<file path="src/rtl/vout_limiter_pkg.sv">
package vout_limiter_pkg;
  // Per-byte strobes from the control half to the datapath half
  typedef struct packed {
    logic chromaSlot;   // current byte is Cb or Cr
    logic blankNow;     // replace this byte with the neutral level
    logic narrowRange;  // use the narrow limits for this line
  } limStrobe_t;
endpackage

</file>
<file path="src/rtl/vout_limiter_ctrl.sv">
module vout_limiter_ctrl
  import vout_limiter_pkg::*;
#(
  parameter int SLOTS = 4
) (
  input  logic       clk,
  input  logic       rstN,
  input  logic       inValid,
  input  logic       inHdr,
  input  logic       sav,
  input  logic       vbiLine,
  input  logic       blankEn,
  input  logic       rangeSel,
  output limStrobe_t strobe
);
  localparam int PHASE_W = $clog2(SLOTS);

  logic [PHASE_W-1:0] phase;
  logic               lineBlank;
  logic               lineWide;

  // Phase counter: restart on sav, step on each non-header sample
  always_ff @(posedge clk) begin
    if (!rstN) begin
      phase <= '0;
    end else if (sav) begin
      phase <= '0;
    end else if (inValid && !inHdr) begin
      phase <= phase + 1'b1;
    end
  end

  // Per-line settings, captured at the start-of-active-video strobe only
  always_ff @(posedge clk) begin
    if (!rstN) begin
      lineBlank <= 1'b1;
      lineWide  <= 1'b1;
    end else if (sav) begin
      lineBlank <= blankEn;
      lineWide  <= rangeSel;
    end
  end

  always_comb begin
    strobe.chromaSlot  = ~phase[0];
    strobe.blankNow    = lineBlank & vbiLine & ~phase[0];
    strobe.narrowRange = ~lineWide;
  end
endmodule

</file>
<file path="src/rtl/vout_limiter_dp.sv">
module vout_limiter_dp
  import vout_limiter_pkg::*;
#(
  parameter int DATA_W      = 8,
  parameter int BLANK_VAL   = 128,
  parameter int NARROW_LO   = 16,
  parameter int NARROW_Y_HI = 235,
  parameter int NARROW_C_HI = 240
) (
  input  logic              clk,
  input  logic              rstN,
  input  logic [DATA_W-1:0] inData,
  input  logic              inValid,
  input  logic              inHdr,
  input  limStrobe_t        strobe,
  output logic [DATA_W-1:0] outData,
  output logic              outValid
);
  localparam logic [DATA_W-1:0] WIDE_LO  = DATA_W'(1);
  localparam logic [DATA_W-1:0] WIDE_HI  = DATA_W'((1 << DATA_W) - 2);
  localparam logic [DATA_W-1:0] NAR_LO   = DATA_W'(NARROW_LO);
  localparam logic [DATA_W-1:0] NAR_Y_HI = DATA_W'(NARROW_Y_HI);
  localparam logic [DATA_W-1:0] NAR_C_HI = DATA_W'(NARROW_C_HI);
  localparam logic [DATA_W-1:0] NEUTRAL  = DATA_W'(BLANK_VAL);

  logic [DATA_W-1:0] blanked;
  logic [DATA_W-1:0] loLim;
  logic [DATA_W-1:0] hiLim;
  logic [DATA_W-1:0] clamped;
  logic [DATA_W-1:0] nextData;

  // Blanking first, then clamping
  always_comb begin
    blanked = strobe.blankNow ? NEUTRAL : inData;
    if (strobe.narrowRange) begin
      loLim = NAR_LO;
      hiLim = strobe.chromaSlot ? NAR_C_HI : NAR_Y_HI;
    end else begin
      loLim = WIDE_LO;
      hiLim = WIDE_HI;
    end
    if (blanked < loLim) begin
      clamped = loLim;
    end else if (blanked > hiLim) begin
      clamped = hiLim;
    end else begin
      clamped = blanked;
    end
    nextData = inHdr ? inData : clamped;
  end

  always_ff @(posedge clk) begin
    if (!rstN) begin
      outData  <= '0;
      outValid <= 1'b0;
    end else begin
      outValid <= inValid;
      if (inValid) begin
        outData <= nextData;
      end
    end
  end
endmodule

</file>
<file path="src/rtl/vout_limiter.sv">
module vout_limiter
  import vout_limiter_pkg::*;
#(
  parameter int DATA_W = 8
) (
  input  logic              clk,
  input  logic              rstN,
  input  logic [DATA_W-1:0] inData,
  input  logic              inValid,
  input  logic              inHdr,
  input  logic              sav,
  input  logic              vbiLine,
  input  logic              blankEn,
  input  logic              rangeSel,
  output logic [DATA_W-1:0] outData,
  output logic              outValid
);
  limStrobe_t strobe;

  vout_limiter_ctrl u_ctrl (
    .clk      (clk),
    .rstN     (rstN),
    .inValid  (inValid),
    .inHdr    (inHdr),
    .sav      (sav),
    .vbiLine  (vbiLine),
    .blankEn  (blankEn),
    .rangeSel (rangeSel),
    .strobe   (strobe)
  );

  vout_limiter_dp #(.DATA_W(DATA_W)) u_dp (
    .clk      (clk),
    .rstN     (rstN),
    .inData   (inData),
    .inValid  (inValid),
    .inHdr    (inHdr),
    .strobe   (strobe),
    .outData  (outData),
    .outValid (outValid)
  );
endmodule

</file>
<file path="config.mk">
export PLATFORM = sky130hd
export DESIGN_NAME = vout_limiter
export DESIGN_NICKNAME = d
export VERILOG_FILES = /design/src/rtl/vout_limiter_pkg.sv /design/src/rtl/vout_limiter_ctrl.sv /design/src/rtl/vout_limiter_dp.sv /design/src/rtl/vout_limiter.sv
export SDC_FILE = /design/constraint.sdc
export NUM_CORES = 1
export LEC_CHECK = 0
export BUFFER_PORTS_ARGS = -buffer_cell sky130_fd_sc_hd__buf_2
export CAP_MARGIN = 10
export CELL_PAD_IN_SITES_DETAIL_PLACEMENT = 2
export CELL_PAD_IN_SITES_GLOBAL_PLACEMENT = 2
export CORE_ASPECT_RATIO = 1.25
export CORE_MARGIN = 4
export CORE_UTILIZATION = 30
export DETAILED_ROUTE_END_ITERATION = 8
export PLACE_DENSITY = 0.81
export SYNTH_ARGS = -nofsm -noshare
export SYNTH_HDL_FRONTEND = slang
export SYNTH_SLANG_ARGS = --single-unit
</file>
<file path="constraint.sdc">
create_clock -name clk -period 3.5 [get_ports clk]
set_input_delay 0.175 -clock clk [delete_from_list [all_inputs] [get_ports clk]]
set_output_delay 0.175 -clock clk [all_outputs]
set_load 0.1 [all_outputs]
</file>
; ---- Yosys cells after proc, flatten, opt, wreduce, memory -nomap -nowiden
; Index checks and enable logic that the tools add are counted.
; Widths: inputs -> output; s select.
[classes]
div_mod_pow = 0
n_eq_ne = 0
multipliers = 0
add_sub_neg = 1
order_cmp = 2
shift = 0
n_reduce_logical = 3
bitwise_logic = 4
muxes = 7
[op_table]
columns = cell, n
row1 = $mux 8, 5
row2 = $mux 5, 2
row3 = $gt 8x8->1, 1
row4 = $lt 8x5->1, 1
row5 = $add 2x1->2 const B, 1
row6 = $and 1x1->1, 2
row7 = $not 1->1, 2
row8 = $reduce_or 2->1, 1
row9 = $logic_and 1x1->1, 1
row10 = $logic_not 1->1, 1
[totals]
latch_bits = 0
inputBits = 16
word_cells = 22
rom_bits = 0
ram_bits = 0
n_memories = 0
output_inout_bits = 9
regBits = 13

; ---- Longest topological paths before layout
; Gate-level depths: netlist (run 1).
[depth]
ltp_word = 7
mapped_depth = 11

; ---- Cells and area by module
; Synthesis (run 1) repeated with hierarchy kept, for this count alone.
[hier_totals]
cells_unflattened = 102
hier_area_um2 = 830.8
[modules_own_cells]
columns = mod, cells_per_inst, area_each_um2, seq_area_each_um2, instances
row1 = vout_limiter_dp, 89, 696.9, 180.2, 1
row2 = vout_limiter_ctrl, 13, 133.9, 60.1, 1

; ---- Worst setup path before layout (run 1)
; OpenSTA, ideal clock, no wires.
[synth_timing]
kind = reg-to-reg
start = register u_ctrl.phase[0]
end = register u_dp.outData[4]
slack_ns = 1.393
setup_ns = 0.122
t_arrival_ns = 1.985
stages_incl_launch_ff = 11
period_less_slack_ns = 2.107
path_cell_list = dfxtp_1 -> nand3b_4 -> buf_8 -> and2_1 -> ha_1 -> nor2b_1 -> o21ai_0 -> o21ai_0 -> o21ai_2 -> mux2i_1 -> o311a_1
[synth_between]
elab_chain_cells = 7
[synth_rtl]
columns = item, line_no
row1 = "start, declared", vout_limiter_ctrl.sv:18  ; logic [PHASE_W-1:0] phase;
row2 = "start signal, assigned", vout_limiter_ctrl.sv:29  ; phase <= phase + 1'b1;
row3 = $not 1->1, n/a
row4 = $and 1x1->1, vout_limiter_ctrl.sv:46  ; strobe.blankNow = lineBlank & vbiLine & ~phase[0];
row5 = $mux 8, vout_limiter_dp.sv:34  ; blanked = strobe.blankNow ? NEUTRAL : inData;
row6 = $gt 8x8->1, vout_limiter_dp.sv:44  ; end else if (blanked > hiLim) begin
row7 = $mux 8, vout_limiter_dp.sv:44
row8 = $mux 8 (*), vout_limiter_dp.sv:42  ; if (blanked < loLim) begin
row9 = $mux 8 (*), vout_limiter_dp.sv:49  ; nextData = inHdr ? inData : clamped;
row10 = "end signal, assigned", vout_limiter_dp.sv:59  ; outData <= nextData;
row11 = "end, declared", vout_limiter_dp.sv:16  ; output logic [DATA_W-1:0] outData,
; Every way passes the cells marked *; elsewhere a longest branch is shown, timed or not.
; A chain may end at the register's enable or synchronous reset.

; ---- Worst setup path after layout (run 1)
[layout_timing]
start = register u_ctrl.lineWide
end = register u_dp.outData[4]
[layout_between]
elab_chain_cells = 5
[layout_rtl]
columns = item, line_no
row1 = "start, declared", vout_limiter_ctrl.sv:20  ; logic lineWide;
row2 = "start signal, assigned", vout_limiter_ctrl.sv:40  ; lineWide <= rangeSel;
row3 = $mux 8, vout_limiter_dp.sv:35  ; if (strobe.narrowRange) begin
row4 = $gt 8x8->1, vout_limiter_dp.sv:44
row5 = $mux 8, vout_limiter_dp.sv:44
row6 = $mux 8 (*), vout_limiter_dp.sv:42
row7 = $mux 8 (*), vout_limiter_dp.sv:49
; Marked as above.

==> qor.csv, run 1 <==
metric,value,unit
number of synthesized flops with an enable pin,0,
grt total ovfl,0,
crit path DAT,2660,ps
startpoint types,flip-flop,
# Post-CTS Setup Buffers,0,
first-pass GRT wire length,4420,um
via-per-instance ratio,5.31,
Synth Area per Inst,8.30,um2
Sw Share,39.7,%
design area,1020,um2
post-synth top area cell,dfxtp_1,
IO buf count,24,
GP Congestion,0.807,
Int Power,0.000245,W
ys flop type,dfxtp_1,
async set-reset flop share out of synthesis,0,%
Fin Clk Skew,7.29,ps
Clock transition at path regs,90,ps
part of the cycle the worst path needs,71.1,%
FILL cells,335,
"Slew Viols, Final",0,
dpl cells,155,
Antenna Nets Post-Route,0,
Leak,0.492,nW
crit path time final,2490,ps
drt pass-1 iters,4,
Synth top area share,28.1,%
1st-iter DRT viols,9,
CP Capture Type,flip-flop,
crit path kind,flip-flop to flip-flop,
initial antenna violation count,0,
status,"finished, final reports clean",
Die ar.,3770,um2
largest net degree at the start of global routing,22,
Critical Path RT,3670,ps
cell area after synthesis,855,um2
Hold Crit Class,input port to flip-flop,
Avg WL per Cell,16.9,um
Non-Filler Instances,159,
share of cells above drive strength 1,27.2,%
Fin Hold WS,114,ps
"top cells by area, synth","dfxtp_1, ha_1, mux2i_1",
Max clock buf depth,2,
DRC viols,0,
Clock Power Share,28.5,%
Slew HR,67.7,%
PostCTS Resize Cnt,0,
clk_lat worst skew,280,ps
routed wire length,2680,um
setup_tns,0,ps
Via Count,844,
Yosys cell types,35,
H-tree depth,1,
row count,21,
Layout area overhead,18.9,%
Setup-failing EPs final,0,
initial core utilization,31.6,%
Total Power,0.000407,W
Max Clk Rate,402,MHz
"Hold Vio Cnt, Final",0,
largest fanout on the critical path,11,
slew at the pin closest to its max-slew limit,488,ps
Max IR drop VDD,0.229,mV
Yosys Warn Count,0,
dpl hpwl,2050,um
Sink Count,12,
CTS Hold Buffers Added,0,
Cells after Synth,103,
core area,2710,um2
Layout Nets,147,
syn nets,124,
number of global-route vias before repair,934,
GRT Util Overall,15.2,%
combinational fraction of design power,33.7,%
TritonCTS clock tree,yes,
pwr/cell area,401,nW/um2
"flops & latches, synth",12,
Die X-Extent,55.7,um
maxcap violations,0,
unrepaired setup endpoints after global routing,no,
sequential element share of the synthesized area,28.1,%
Sequential Power Share,37.8,%
R2R Setup Slk,1010,ps
Placed Instance Area,980,um2
CTS buffer count,3,
Ports,25,
clk root buf,clkbuf_4,
antenna cells,0,
chip height,67.7,um
top cells by instance count after synthesis,"dfxtp_1, nand2_1, o21ai_0",
NetSw,0.000162,W
[cell families (layout without fill, tap and decap cells)]
logic type | after synthesis | in the layout | share of synthesized area [%]
multiplexers | 6 | 6 | 7.17
flip-flops | 12 | 12 | 28.1
AO/OA/AOI/OAI | 30 | 30 | 25.3
adder cells (fa/ha/maj) | 5 | 5 | 7.32
buffers and inverters | 14 | 36 | 7.91
XOR/XNOR | 2 | 2 | 2.05
AND/OR/NAND/NOR | 34 | 34 | 22.1
[per-stage QoR]
stage | utilization, % | worst slack (ps)
5_1_grt | 37.5 | 844
4_1_cts | 37.5 | 1030
6_report | 37.5 | 1010
2_1_floorplan | - | 1390
3_5_place_dp | 36.2 | 1050
3_3_place_gp | 36.2 | 1150
[critical path: stages (launching register included)]
cell	delay (ps)
dfxtp_1	610
nor2_1	180
ha_1	340
nor2b_1	150
o21ai_0	190
o21ai_0	130
o21ai_2	340
mux2i_1	130
o311a_1	300
[cell usage in the layout, fill, tap and decap left out, types with 3 or more instances in the layout]
master and count:
and2_1 3, buf_2 24, clkbuf_4 3, dfxtp_1 12, ha_1 5, inv_1 8
mux2i_1 5, nand2_1 12, nor2_1 6, nor2b_1 4, o211ai_1 4, o21ai_0 9
o22ai_1 3
[state kept, by name, indices dropped and copies added (netlist names)]
register / count
u_ctrl.lineWide: 1
u_dp.outData: 8
u_dp.outValid: 1
u_ctrl.phase: 1
u_ctrl.lineBlank: 1
[per-layer routing]
layer | GRT usage, % | vias to the layer above | wire length (um)
li1 | - | 412 | -
met1 | 17.6 | 415 | 1200
met2 | 27.1 | 13 | 1390
met3 | 2.68 | 4 | 51
met4 | 7.60 | 0 | 33
met5 | 0 | - | 0
[final cells by class]
cell class,instances,area (um2),area share (%)
sequential,12,240,23.6
inverter,8,30.0,2.96
multi-input combinational,77,547,53.8
timing repair buffer,24,120,11.8
clock buffer,4,36.3,3.57
tap,34,42.5,4.19
[power groups by stage]
stage	Clock (W)	Sequential, W	Combinational [W]
2_1_floorplan	0	0.000210	0.0000532
3_3_place_gp	0	0.000156	0.000133
3_5_place_dp	0	0.000157	0.000138
4_1_cts	0.000120	0.000154	0.000138
5_1_grt	0.000127	0.000155	0.000147
6_report	0.000116	0.000154	0.000137
[final timing paths]
kind / start / to / cells after the start
hold reg to reg: u_dp.outData[5] / u_dp.outData[5] / 2
setup reg to reg: u_ctrl.lineWide / u_dp.outData[4] / 8
setup / recovery: u_ctrl.lineWide / u_dp.outData[4] / 8
hold / removal: sav / u_ctrl.phase[0] / 2
Power figures use the tool's default switching activity.
==> inputs of run 2 (changes only) <==
- CORE_UTILIZATION: 30 -> 28
- PLACE_DENSITY: 0.81 -> 0.76
- clock period: 3.5 -> 2.45 ns (I/O delays scaled with it)
==> qor.csv, run 2 (synthesis gave the netlist of run 1 again) <==
metric,value,unit
status,"finished, final reports clean",
clk root buf,clkbuf_4,
via-per-instance ratio,5.13,
GRT Util Overall,13.6,%
Avg WL per Cell,15.9,um
Max Clk Rate,452,MHz
Sink Count,12,
Hold Crit Class,input port to flip-flop,
crit path kind,flip-flop to flip-flop,
slew at the pin closest to its max-slew limit,491,ps
initial antenna violation count,0,
share of cells above drive strength 1,30.2,%
"Slew Viols, Final",0,
Ports,25,
most frequent cells in the layout,"buf_2, nand2_1, dfxtp_1, inv_1, o21ai_0",
Max clock buf depth,2,
CTS Hold Buffers Added,0,
CP Capture Type,flip-flop,
TritonCTS clock tree,yes,
Clock transition at path regs,80,ps
first-pass GRT wire length,4250,um
Slew HR,67.5,%
WHS Path Cells,3,
largest fanout on the critical path,7,
number of global-route vias before repair,897,
largest net degree at the start of global routing,22,
part of the cycle the worst path needs,90.2,%
startpoint types,flip-flop,
crit path DAT,2380,ps
Layout area overhead,23.6,%
M3 GR Usage,2.42,%
met2 Usage GRT,23.9,%
clk_lat worst skew,280,ps
drt pass-1 iters,4,
initial core utilization,29.0,%
routed wire length,2620,um
multi-input combinational cell area,554,um2
met1 usage,16.0,%
Largest register FFs,8,
Seq. cell area,240,um2
Die ar.,4010,um2
Setup-failing EPs final,0,
crit path time final,2210,ps
maxcap violations,0,
CTS buffer count,3,
grt total ovfl,0,
Leak,0.512,nW
Top reg by flops,u_dp.outData,
H-tree depth,1,
"Hold Vio Cnt, Final",0,
antenna cells,0,
Max IR drop VDD,0.231,mV
GP Congestion,0.819,
Critical Path RT,2620,ps
gr busiest metal,met2,
"commonest non-fill, non-tap cell in the layout",buf_2,
core area,2950,um2
setup_tns,0,ps
Antenna Nets Post-Route,0,
Layout Nets,151,
pwr/cell area,553,nW/um2
dpl hpwl,2100,um
Via Count,846,
row count,22,
1st-iter DRT viols,18,
Die X-Extent,57.4,um
FILL cells,345,
Fin Clk Skew,6.56,ps
DRC viols,0,
Final Util,35.9,%
chip height,69.8,um
r2r worst-path depth,9,
IO buf count,24,
unrepaired setup endpoints after global routing,no,
[run 2: what timing repair did]
| item | 4_1_cts | 5_1_grt |
|---|---|---|
| endpoints found under the setup margin | 0 | 5 |
| buffers inserted | 0 | 2 |
| hold endpoints to repair | 0 | 0 |
| resized for setup | 0 | 3 |
[run 2: path summary, 6_finish.rpt]
kind | from | to | slack (ps)
worst max-delay path | u_ctrl.phase[0] | u_dp.outData[4] | 240
worst min-delay path | blankEn | u_ctrl.lineBlank | 70
worst max register to register | u_ctrl.phase[0] | u_dp.outData[4] | 240
worst min register to register | u_dp.outData[6] | u_dp.outData[6] | 510
[run 2: worst max-delay path, cell delays in order, from the launching register on]
cell and delay, ps:
dfxtp_1 340, nand3b_4 210, and2_1 190, ha_1 280, nor2b_1 150, o21ai_1 140, o21ai_1 100, o21ai_2 300
mux2i_1 120, o311a_1 290
[run 2: power by group]
| group | switching [W] | internal, W | leakage (nW) | total, W |
|---|---|---|---|---|
| clock network | 0.0000717 | 0.0000903 | 0.0210 | 0.000162 |
| logic | 0.000148 | 0.0000571 | 0.392 | 0.000206 |
| registers | 0.00000820 | 0.000209 | 0.0993 | 0.000217 |
[run 2: through the flow]
stage | hold WS, ps | area, um2 | setup slack [ps] | power [W] | instances
2_1_floorplan | 199 | 855 | 343 | 0.000375 | 103
3_3_place_gp | 336 | 997 | 290 | 0.000415 | 159
3_5_place_dp | 355 | 997 | 139 | 0.000423 | 159
4_1_cts | 62.4 | 1030 | 130 | 0.000590 | 163
5_1_grt | 73.5 | 1060 | 52.0 | 0.000620 | 165
6_report | 66.9 | 1060 | 240 | 0.000584 | 165
[run 2: final cells by class]
cell class                      instances  area share, %
Inverter                                8           2.84
Tap cell                               36           4.27
Timing Repair Buffer                   28           14.2
Sequential cell                        12           22.7
Clock buffer                            4           3.44
Multi-Input combinational cell         77           52.5
[run 2: layer usage]
| metal | vias to the layer above | wire length [um] |
|---|---|---|
| met5 | - | 0 |
| met4 | 0 | 20 |
| met3 | 2 | 54 |
| met2 | 11 | 1410 |
| met1 | 412 | 1130 |
| li1 | 421 | - |
==> inputs of run 3 (changes only) <==
- RECOVER_POWER: unset -> 100
==> qor.csv, run 3 (synthesis gave the netlist of run 1 again) <==
metric,value,unit
status,"finished, final reports clean",
Hold Crit Class,input port to flip-flop,
CP max stage delay,340,ps
Antenna Nets Post-Route,0,
clk root buf,clkbuf_4,
"commonest non-fill, non-tap cell in the layout",buf_2,
grt total ovfl,0,
TritonCTS clock tree,yes,
most frequent cells in the layout,"buf_2, nand2_1, dfxtp_1, clkbuf_1, inv_1",
Die X-Extent,57.4,um
core area,2950,um2
CP startpoint,u_ctrl.phase[0],
Fin Hold WS,67.3,ps
slew at the pin closest to its max-slew limit,1180,ps
Ports,25,
GRT Util Overall,13.6,%
crit path kind,flip-flop to flip-flop,
r2r worst-path depth,9,
M3 GR Usage,2.42,%
row count,22,
Clock transition at path regs,80,ps
routed wire length,2610,um
initial antenna violation count,0,
Largest register FFs,8,
startpoint types,flip-flop,
Top reg by flops,u_dp.outData,
share of cells above drive strength 1,21.7,%
Max IR drop VDD,0.231,mV
CTS buffer count,3,
Worst R2R Start,u_ctrl.phase[0],
chip height,69.8,um
Max Clk Rate,452,MHz
Critical Path RT,2620,ps
gr busiest metal,met2,
first-pass GRT wire length,4250,um
IO buf count,24,
met1 usage,16.0,%
Leak,0.472,nW
CP Capture Type,flip-flop,
Slew HR,21.8,%
clk_lat worst skew,280,ps
dpl hpwl,2100,um
"Critical Path, Cell by Cell","nand3b_4, and2_0, ha_1, nor2b_1, o21ai_1, o21ai_1, o21ai_2, mux2i_1, o311a_1",
Layout Nets,151,
Die ar.,4010,um2
met2 Usage GRT,23.9,%
"Hold Vio Cnt, Final",0,
WHS Path Cells,3,
Via Count,847,
DRC viols,0,
unrepaired setup endpoints after global routing,no,
H-tree depth,1,
via-per-instance ratio,5.13,
number of global-route vias before repair,897,
antenna cells,0,
"most used cell, CP",o21ai_1,
GP Congestion,0.819,
min-delay src,blankEn,
crit path time final,2210,ps
1st-iter DRT viols,8,
largest fanout on the critical path,7,
Max clock buf depth,2,
CTS Hold Buffers Added,0,
Non-Filler Instances,165,
Fin Clk Skew,6.75,ps
initial core utilization,29.0,%
pwr/cell area,558,nW/um2
Avg WL per Cell,15.8,um
"Slew Viols, Final",0,
maxcap violations,0,
Setup-failing EPs final,0,
Layout area overhead,21.7,%
part of the cycle the worst path needs,90.3,%
drt pass-1 iters,4,
CP bufs+invs,0,
"delay-heaviest family, CP",compound AO/OA/AOI/OAI gates,
dpl cells,159,
largest net degree at the start of global routing,22,
Sink Count,12,
setup_tns,0,ps
Critical-path top delay cell,dfxtp_1,
CP Depth,9,
crit path DAT,2390,ps
-- run 3: changes by cell type in the layout (fill, tap and decap cells not counted), sizes merged --
cell / change
buf: -11
clkbuf: +11
-- run 3: worst register-to-register path: stages (launching register included) --
cell      delay, ps
dfxtp_1         340
nand3b_4        210
and2_0          190
ha_1            290
nor2b_1         150
o21ai_1         140
o21ai_1         100
o21ai_2         300
mux2i_1         120
o311a_1         290
-- run 3: where the power goes --
| part | switching, W | internal [W] |
|---|---|---|
| Sequential | 0.00000840 | 0.000209 |
| Combinational | 0.000148 | 0.0000526 |
| Clock | 0.0000717 | 0.0000903 |
| Total | 0.000229 | 0.000352 |
-- run 3: path summary, 6_finish.rpt --
kind	to	slack, ps
setup / recovery	u_dp.outData[4]	240
hold / removal	u_ctrl.lineBlank	70
setup reg to reg	u_dp.outData[4]	240
hold reg to reg	u_dp.outData[6]	510
-- run 3: timing repair --
action,4_1_cts,5_1_grt
endpoints found under the setup margin,0,5
setup buffers,0,2
gates resized for setup,0,3
-- run 3: metrics by stage --
step                      instance area (um2)  total power, W  util (%)  setup slack (ps)
after detailed placement                  997        0.000423      33.9               139
after CTS                                1030        0.000590      35.1               130
after floorplan                           855        0.000375         -               343
after global placement                    997        0.000415      33.9               290
final                                    1040        0.000580      35.3               238
after global routing                     1040        0.000616      35.3              46.8
-- run 3: layout make-up --
| class | count | area (um2) |
|---|---|---|
| Fill cell | 349 | 1910 |
| Timing Repair Buffer | 28 | 134 |
| Inverter | 8 | 30.0 |
| Multi-Input combinational cell | 77 | 554 |
| Tap cell | 36 | 45.0 |
| Sequential cell | 12 | 240 |
| Clock buffer | 4 | 36.3 |
-- run 3: routing by layer --
layer | up-vias | routed length (um)
li1 | 422 | -
met1 | 412 | 1130
met2 | 11 | 1410
met3 | 2 | 51
met4 | 0 | 20
met5 | - | 0
